--- config.mk ---
export PLATFORM = sky130hd
export DESIGN_NAME = ssc_top
export DESIGN_NICKNAME = d
export VERILOG_FILES = /design/src/rtl/ssc_pkg.sv /design/src/rtl/ssc_clkgen.sv /design/src/rtl/ssc_shifter.sv /design/src/rtl/ssc_counter.sv /design/src/rtl/ssc_start.sv /design/src/rtl/ssc_top.sv
export SDC_FILE = /design/constraint.sdc
export NUM_CORES = 1
export LEC_CHECK = 0
export ABC_AREA = 1
export BUFFER_PORTS_ARGS = -buffer_cell sky130_fd_sc_hd__buf_2
export CAP_MARGIN = 10
export CELL_PAD_IN_SITES_DETAIL_PLACEMENT = 1
export CELL_PAD_IN_SITES_GLOBAL_PLACEMENT = 1
export CORE_MARGIN = 5
export CORE_UTILIZATION = 30
export DETAILED_ROUTE_END_ITERATION = 10
export PLACE_DENSITY_LB_ADDON = 0.08
export SLEW_MARGIN = 5
export SYNTH_ARGS = -nofsm -noshare
export SYNTH_HDL_FRONTEND = slang
export SYNTH_SLANG_ARGS = --single-unit
export TNS_END_PERCENT = 10
--- constraint.sdc ---
create_clock -name clk -period 2 [get_ports clk]
set_input_delay 0.3 -clock clk [delete_from_list [all_inputs] [get_ports clk]]
set_output_delay 0.3 -clock clk [all_outputs]
set_load 0.01 [all_outputs]
--- src/rtl/ssc_pkg.sv ---
// Shared types and address map for the serial shift engine.
package ssc_pkg;

    typedef enum logic [1:0] {
        SRC_PIN        = 2'd0,
        SRC_TIMER      = 2'd1,
        SRC_STROBE     = 2'd2,
        SRC_STROBE_ALT = 2'd3
    } clk_src_e;

    typedef struct packed {
        logic     hold_ovf;
        logic     start_ie;
        logic     ovf_ie;
        clk_src_e src;
        logic     two_wire;
    } ctrl_t;

    localparam int CTRL_W = $bits(ctrl_t);

    localparam logic [1:0] ADDR_DATA = 2'd0;
    localparam logic [1:0] ADDR_STAT = 2'd1;
    localparam logic [1:0] ADDR_CTRL = 2'd2;
    localparam logic [1:0] ADDR_STRB = 2'd3;

endpackage

--- src/rtl/ssc_clkgen.sv ---
// Bit-clock level tracker. It follows the pin level in pin mode and toggles
// on each tick otherwise, then reports the rising and falling edges.
// Assumes pin_i is already synchronous to clk.
module ssc_clkgen (
    input  logic clk,
    input  logic rst_n,
    input  logic ext_sel_i,
    input  logic pin_i,
    input  logic tick_i,
    output logic lvl_o,
    output logic rise_o,
    output logic fall_o
);
    logic lvl_q;
    logic lvl_nxt;

    // Next clock level, taken from the pin or from the toggle.
    always_comb begin
        lvl_nxt = ext_sel_i ? pin_i : (lvl_q ^ tick_i);
    end

    // Register the level.
    always_ff @(posedge clk) begin
        if (!rst_n) lvl_q <= 1'b0;
        else        lvl_q <= lvl_nxt;
    end

    assign lvl_o  = lvl_q;
    assign rise_o = lvl_nxt & ~lvl_q;
    assign fall_o = ~lvl_nxt & lvl_q;

    a_r7_tick_toggles: assert property (@(posedge clk) disable iff (!rst_n)
        (!ext_sel_i && tick_i) |=> (lvl_o != $past(lvl_o)));

endmodule

--- src/rtl/ssc_shifter.sv ---
// Shift register, byte buffer and the output latch that is transparent
// while the clock is low. Assumes that at most one of wr_i and rise_i
// matters per cycle, and that wr_i wins.
module ssc_shifter #(
    parameter int DW = 8
) (
    input  logic          clk,
    input  logic          rst_n,
    input  logic          wr_i,
    input  logic [DW-1:0] wdata_i,
    input  logic          rise_i,
    input  logic          lvl_i,
    input  logic          din_i,
    input  logic          copy_i,
    output logic [DW-1:0] sh_o,
    output logic [DW-1:0] buf_o,
    output logic          pin_o
);
    logic [DW-1:0] sh_q;
    logic [DW-1:0] sh_nxt;
    logic [DW-1:0] buf_q;
    logic          lat_q;

    // Next shift value: a write wins over the sampling edge.
    always_comb begin
        if (wr_i)        sh_nxt = wdata_i;
        else if (rise_i) sh_nxt = {sh_q[DW-2:0], din_i};
        else             sh_nxt = sh_q;
    end

    // Shift register, buffer copy and the transparent-low latch.
    always_ff @(posedge clk) begin
        if (!rst_n) begin
            sh_q  <= '0;
            buf_q <= '0;
            lat_q <= 1'b0;
        end else begin
            sh_q <= sh_nxt;
            if (copy_i) buf_q <= sh_nxt;
            if (!lvl_i) lat_q <= sh_q[DW-1];
        end
    end

    assign sh_o  = sh_q;
    assign buf_o = buf_q;
    assign pin_o = lvl_i ? lat_q : sh_q[DW-1];

    a_r3_latch_hold: assert property (@(posedge clk) disable iff (!rst_n)
        lvl_i |=> (!lvl_i || $stable(pin_o)));

    a_r2_shift_in: assert property (@(posedge clk) disable iff (!rst_n)
        (rise_i && !wr_i) |=> (sh_o == {$past(sh_o[DW-2:0]), $past(din_i)}));

endmodule

--- src/rtl/ssc_counter.sv ---
// Edge counter with overflow flag. Priority: status write, then start
// clear, then clock edge.
module ssc_counter #(
    parameter int CW = 4
) (
    input  logic          clk,
    input  logic          rst_n,
    input  logic          ev_i,
    input  logic          clr_i,
    input  logic          wr_i,
    input  logic [CW-1:0] wcnt_i,
    input  logic          w1c_i,
    output logic [CW-1:0] cnt_o,
    output logic          ovf_o,
    output logic          wrap_o
);
    localparam logic [CW-1:0] CNT_MAX = '1;

    logic [CW-1:0] cnt_q;
    logic          ovf_q;

    // A wrap happens only when no higher-priority action is present.
    assign wrap_o = ev_i && (cnt_q == CNT_MAX) && !wr_i && !clr_i;

    // Counter and overflow flag.
    always_ff @(posedge clk) begin
        if (!rst_n) begin
            cnt_q <= '0;
            ovf_q <= 1'b0;
        end else begin
            if (wr_i)       cnt_q <= wcnt_i;
            else if (clr_i) cnt_q <= '0;
            else if (ev_i)  cnt_q <= cnt_q + 1'b1;
            if (wr_i)        ovf_q <= ovf_q & ~w1c_i;
            else if (wrap_o) ovf_q <= 1'b1;
        end
    end

    assign cnt_o = cnt_q;
    assign ovf_o = ovf_q;

    a_r5_count_step: assert property (@(posedge clk) disable iff (!rst_n)
        (ev_i && !wr_i && !clr_i) |=> (cnt_o == $past(cnt_o) + 1'b1));

    a_r5_wrap_flag: assert property (@(posedge clk) disable iff (!rst_n)
        (ev_i && cnt_o == CNT_MAX && !wr_i && !clr_i) |=> ovf_o);

    a_r8_write_wins: assert property (@(posedge clk) disable iff (!rst_n)
        wr_i |=> (cnt_o == $past(wcnt_i)));

endmodule

--- src/rtl/ssc_start.sv ---
// Start-condition detector for two-wire mode: the data line falls while
// the clock line is high. Assumes the line levels are synchronous to clk.
module ssc_start (
    input  logic clk,
    input  logic rst_n,
    input  logic two_wire_i,
    input  logic scl_i,
    input  logic sda_i,
    input  logic wr_i,
    input  logic w1c_i,
    output logic start_o,
    output logic det_o
);
    logic sda_q;
    logic flag_q;

    assign det_o = two_wire_i && scl_i && sda_q && !sda_i;

    // Previous data level and the start flag; a status write wins.
    always_ff @(posedge clk) begin
        if (!rst_n) begin
            sda_q  <= 1'b1;
            flag_q <= 1'b0;
        end else begin
            sda_q <= sda_i;
            if (wr_i)       flag_q <= flag_q & ~w1c_i;
            else if (det_o) flag_q <= 1'b1;
        end
    end

    assign start_o = flag_q;

    a_r9_start_set: assert property (@(posedge clk) disable iff (!rst_n)
        (two_wire_i && scl_i && !sda_i && $past(sda_i) && !wr_i) |=> start_o);

endmodule

--- src/rtl/ssc_top.sv ---
// Serial shift engine top. It holds the control register, decodes the
// write port and picks the clock source, then routes the data pin to the
// three-wire or two-wire outputs and builds the clock-hold.
// Assumes one write per cycle and pins that are synchronous to clk.
module ssc_top
    import ssc_pkg::*;
#(
    parameter int DW = 8,
    parameter int CW = 4
) (
    input  logic          clk,
    input  logic          rst_n,
    input  logic          wr_i,
    input  logic [1:0]    addr_i,
    input  logic [DW-1:0] wdata_i,
    input  logic          tmr_match_i,
    input  logic          sclk_i,
    input  logic          din_i,
    input  logic          sda_i,
    output logic          sclk_o,
    output logic          sclk_pull_o,
    output logic          dout_o,
    output logic          sda_pull_o,
    output logic [DW-1:0] data_o,
    output logic [DW-1:0] buf_o,
    output logic [CW-1:0] cnt_o,
    output logic          ovf_o,
    output logic          start_o,
    output logic          irq_ovf_o,
    output logic          irq_start_o
);
    localparam int OVF_CLR_BIT   = DW - 2;
    localparam int START_CLR_BIT = DW - 1;

    ctrl_t ctrl_q;
    logic  wr_data, wr_stat, wr_ctrl, wr_strb;
    logic  ext_sel, strobe_src, tick;
    logic  lvl, rise, fall, ev;
    logic  din_sel, pin, wrap, det, hold;

    assign wr_data = wr_i && (addr_i == ADDR_DATA);
    assign wr_stat = wr_i && (addr_i == ADDR_STAT);
    assign wr_ctrl = wr_i && (addr_i == ADDR_CTRL);
    assign wr_strb = wr_i && (addr_i == ADDR_STRB);

    // Control register.
    always_ff @(posedge clk) begin
        if (!rst_n)       ctrl_q <= '0;
        else if (wr_ctrl) ctrl_q <= ctrl_t'(wdata_i[CTRL_W-1:0]);
    end

    // Clock source selection.
    always_comb begin
        ext_sel    = (ctrl_q.src == SRC_PIN);
        strobe_src = (ctrl_q.src == SRC_STROBE) || (ctrl_q.src == SRC_STROBE_ALT);
        tick       = ((ctrl_q.src == SRC_TIMER) && tmr_match_i) || (strobe_src && wr_strb);
        din_sel    = ctrl_q.two_wire ? sda_i : din_i;
    end

    ssc_clkgen u_clk (
        .clk(clk), .rst_n(rst_n), .ext_sel_i(ext_sel), .pin_i(sclk_i),
        .tick_i(tick), .lvl_o(lvl), .rise_o(rise), .fall_o(fall)
    );

    assign ev = rise | fall;

    ssc_shifter #(.DW(DW)) u_sh (
        .clk(clk), .rst_n(rst_n), .wr_i(wr_data), .wdata_i(wdata_i),
        .rise_i(rise), .lvl_i(lvl), .din_i(din_sel), .copy_i(wrap),
        .sh_o(data_o), .buf_o(buf_o), .pin_o(pin)
    );

    ssc_counter #(.CW(CW)) u_cnt (
        .clk(clk), .rst_n(rst_n), .ev_i(ev), .clr_i(det), .wr_i(wr_stat),
        .wcnt_i(wdata_i[CW-1:0]), .w1c_i(wdata_i[OVF_CLR_BIT]),
        .cnt_o(cnt_o), .ovf_o(ovf_o), .wrap_o(wrap)
    );

    ssc_start u_st (
        .clk(clk), .rst_n(rst_n), .two_wire_i(ctrl_q.two_wire), .scl_i(sclk_i),
        .sda_i(sda_i), .wr_i(wr_stat), .w1c_i(wdata_i[START_CLR_BIT]),
        .start_o(start_o), .det_o(det)
    );

    // Pin routing, clock hold and interrupts.
    always_comb begin
        hold        = ctrl_q.two_wire && (start_o || (ctrl_q.hold_ovf && ovf_o));
        sclk_pull_o = hold || (ctrl_q.two_wire && !ext_sel && !lvl);
        sclk_o      = !ctrl_q.two_wire && !ext_sel && lvl;
        dout_o      = !ctrl_q.two_wire && pin;
        sda_pull_o  = ctrl_q.two_wire && !pin;
        irq_ovf_o   = ovf_o && ctrl_q.ovf_ie;
        irq_start_o = start_o && ctrl_q.start_ie;
    end

    a_r10_hold_keep: assert property (@(posedge clk) disable iff (!rst_n)
        (sclk_pull_o && start_o && !wr_ctrl && !(wr_stat && wdata_i[START_CLR_BIT]))
        |=> sclk_pull_o);

    a_r6_strobe_ignored: assert property (@(posedge clk) disable iff (!rst_n)
        (wr_strb && ctrl_q.src == SRC_TIMER && !tmr_match_i && !ctrl_q.two_wire)
        |=> $stable(cnt_o));

endmodule

==> impl_results.md <==
- N_diodes: 0
- Worst endpoint data arrival time: approximately 2.0 ns
- Post-Syn Instances: about 240
- Clock skew: ~0.0052 ns
- I/O Buffers: 44
- Post-Place Setup Slack: 0.00434 ns
- M1 GR Usage: 20.9%
- Peak VDD IR: roughly 0.23 mV
- Slew Limit Fails: 0
- Gpl congestion: approximately 0.75
- Vias in the first global route: ~1600
- Clk sink count: 31
- Worst skew pair latency: around 0.28 ns
- Synth Cell Area: between 1500 and 2000 sq um
- Post-route ant nets: 0
- Final worst setup slack: between 0.2 and 0.25 ns
- Layout Cells excl Fill: ~360
- Largest net degree at the start of global routing: 22
- Cts hold-fix bufs: 0
- Hold Path Class: in2reg
- WL per Instance: between 10 and 15 microns
- Core region area: ~5100 sq um
- GRT Max-Usage Layer: met2
- Iteration-0 DRC Markers: 71
- Ports: 45
- Most used DFF post-synth: dfxtp_1
- Count of cell types in the netlist: 26
- WHS Path Cells: 3
- TritonCTS Buffers: 5
- Initial antenna violation count: 0
- Nets: approximately 310
- F_max: ~0.56 GHz
- Lkg Pwr: 1.04 nW
- Global-route usage over all layers: between 10% and 20%
- DRT Pass-1 Iters: 4
- H-tree depth: 2
- Final setup viols: 0
- Max_slew headroom: 74.4%
- Final wirelength: roughly 4.6 mm
- Total number of vias: between 1500 and 2000
- Seq/Total Area, Yosys: 39.3%
- Final period utilization: 88.9%
- Setup TNS: 0 ns
- Vias/cell: about 4.3
- Status: finished, final reports clean
- Met3 Use GR: around 3.7%
- Final worst path period need: around 1.8 ns
- Reg2reg path depth: 10
- Maximum root-to-sink buffer count: 2
- Met2 Resource Use GR: 23.2%
- Syn_nets: 263
- Horiz. Die Dim: between 80 and 90 microns
- Req. time, crit path: 2.17 ns
- Worst-margin pin slew: between 0.3 and 0.4 ns
- Layout cell share with drive strength beyond 1: around a quarter
- Avg Cell Area, Syn: ~6.5 sq um
- Post-synth ARST share: 0%
- RSZ-0062 raised after global routing: false
- CP endpoint kind: flop
- Max-Cap Viols: 0
- HPWL after DPL: between 3 and 4 mm
- Setup bufs post-CTS: 0
- Starting Density: 30.9%
- FP Rows: 26
- Fill cells: around 700
- # DRC: 0
- Area Growth Syn to Fin: 25.3%
- Final Core Density: approximately two fifths
- DIE HEIGHT: just over 80 microns
- Clock slew seen by the registers of the worst setup and hold paths: 0.07 ns
- Critical-path maximum fanout: 10
- Setup CP Type: reg2reg
- Pwr Total: roughly 0.0015 W
- Register bit total from synthesis: 31
- Startpoint types: flop
- Ys Warns: 0
- Final Hold Vio Count: 0
- EDFF count, synth: 0
- Die ar.: just under 7000 sq um
- TritonCTS clock tree: done
- Placed cell count: 355
- First-pass GRT wire length: 7.76 mm
- Power Dens Cells: ~740 nW/um^2
- Congestion Overflow GR: 0
- Root Driver: clkbuf_8
[Yosys cell counts (7+ instances only)]
cell type	number	area, sq um
a21oi_1	10	50.1
dfxtp_1	31	621
inv_1	40	150
nand2_1	70	263
nand3_1	12	60.1
nor2_1	34	128
nor2_2	7	43.8
o21ai_0	13	65.1
[repair_timing]
item	CTS	global route
hold endpoints to repair	0	0
resized for setup	1	5
pin swaps	0	1
endpoints found under the setup margin	1	8
[per-layer routing]
layer / vias to the layer above / part of all wire (%)
met1: 702 / 51
met4: 0 / 1.3
met2: 30 / 44
met3: 7 / 3.6
li1: 837 / -
met5: - / 0
[placed cells by master (no fill, tap or decap)]
cell	n
nor3_1	2
dfxtp_1	29
nand3_1	12
clkbuf_1	2
a21oi_1	10
nor2_4	2
nand3b_1	1
buf_2	44
clkbuf_8	5
nor2_2	7
nand2_2	2
nand4_4	1
nand4_1	2
inv_2	2
or2_0	1
inv_1	40
nand2_1	70
xnor2_1	1
nor2_1	33
nand3_2	1
dfxtp_2	2
nand2_4	1
o21ai_1	2
nand3_4	1
ha_2	1
buf_4	2
clkinv_2	2
or2_2	1
o21ai_0	13
ha_1	1
[state kept, by name (all words and copies together), names as in the netlist]
| signal | flops |
|---|---|
| u_st.start_o | 1 |
| u_cnt.ovf_o | 1 |
| u_st.sda_q | 1 |
| u_sh.sh_o | 8 |
| ctrl_q | 6 |
| u_sh.buf_o | 8 |
| u_clk.lvl_o | 1 |
| u_sh.lat_q | 1 |
| u_cnt.cnt_o | 4 |
[path summary, 6_finish.rpt]
path | startpoint | to | slack, ns
worst min register to register | u_sh.buf_o[2]$_SDFFE_PN0P_ | u_sh.buf_o[2]$_SDFFE_PN0P_ | 0.52
worst max register to register | ctrl_q[2]$_SDFFE_PN0P_ | u_sh.buf_o[0]$_SDFFE_PN0P_ | 0.22
worst max-delay path | ctrl_q[2]$_SDFFE_PN0P_ | u_sh.buf_o[0]$_SDFFE_PN0P_ | 0.22
worst min-delay path | sda_i | u_st.sda_q$_SDFF_PN1_ | 0.26
[area by class of cell]
type                       instances  area (sq um)  share of cell area, %
clock inverter                     1          5.00                  0.253
tap                               70          87.6                   4.42
timing repair buffer              46           235                   11.9
inverter                          43           163                   8.22
multi-input combinational        165           790                   39.9
clock buffer                       7          76.3                   3.86
sequential                        31           623                   31.5
[cells by family (layout without fill, tap and decap cells)]
family	count (synthesis)	after routing	share of synthesized area, %
compound gates	25	25	7.92
xor+xnor	1	1	0.554
fa+ha+maj	2	2	1.58
buf+inv	48	97	11.9
flops	31	31	39.3
simple gates	137	137	38.8
[through the flow]
| step | hold slack [ns] | cell area (sq um) |
|---|---|---|
| after CTS | 0.247 | 1970 |
| after detailed placement | 0.510 | 1880 |
| after global placement | 0.509 | 1880 |
| after global routing | 0.276 | 1980 |
| after floorplan | 0.429 | 1580 |
| final | 0.260 | 1980 |
[report_power, final]
group	internal, W	switching, W
clock network	0.000244	0.000229
logic	0.000111	0.000185
registers	0.000658	0.0000399
[worst max-delay path, stage by stage (launching register included)]
cell and delay (ns):
dfxtp_2 0.34, nor2_2 0.15, nor2_1 0.07, nand3_1 0.08, nand3_1 0.10, inv_1 0.07
ha_2 0.30, nor2_4 0.15, nand3_4 0.14, a21oi_1 0.21, nor2_1 0.06
Note: power is estimated with default switching activity, not from simulation.
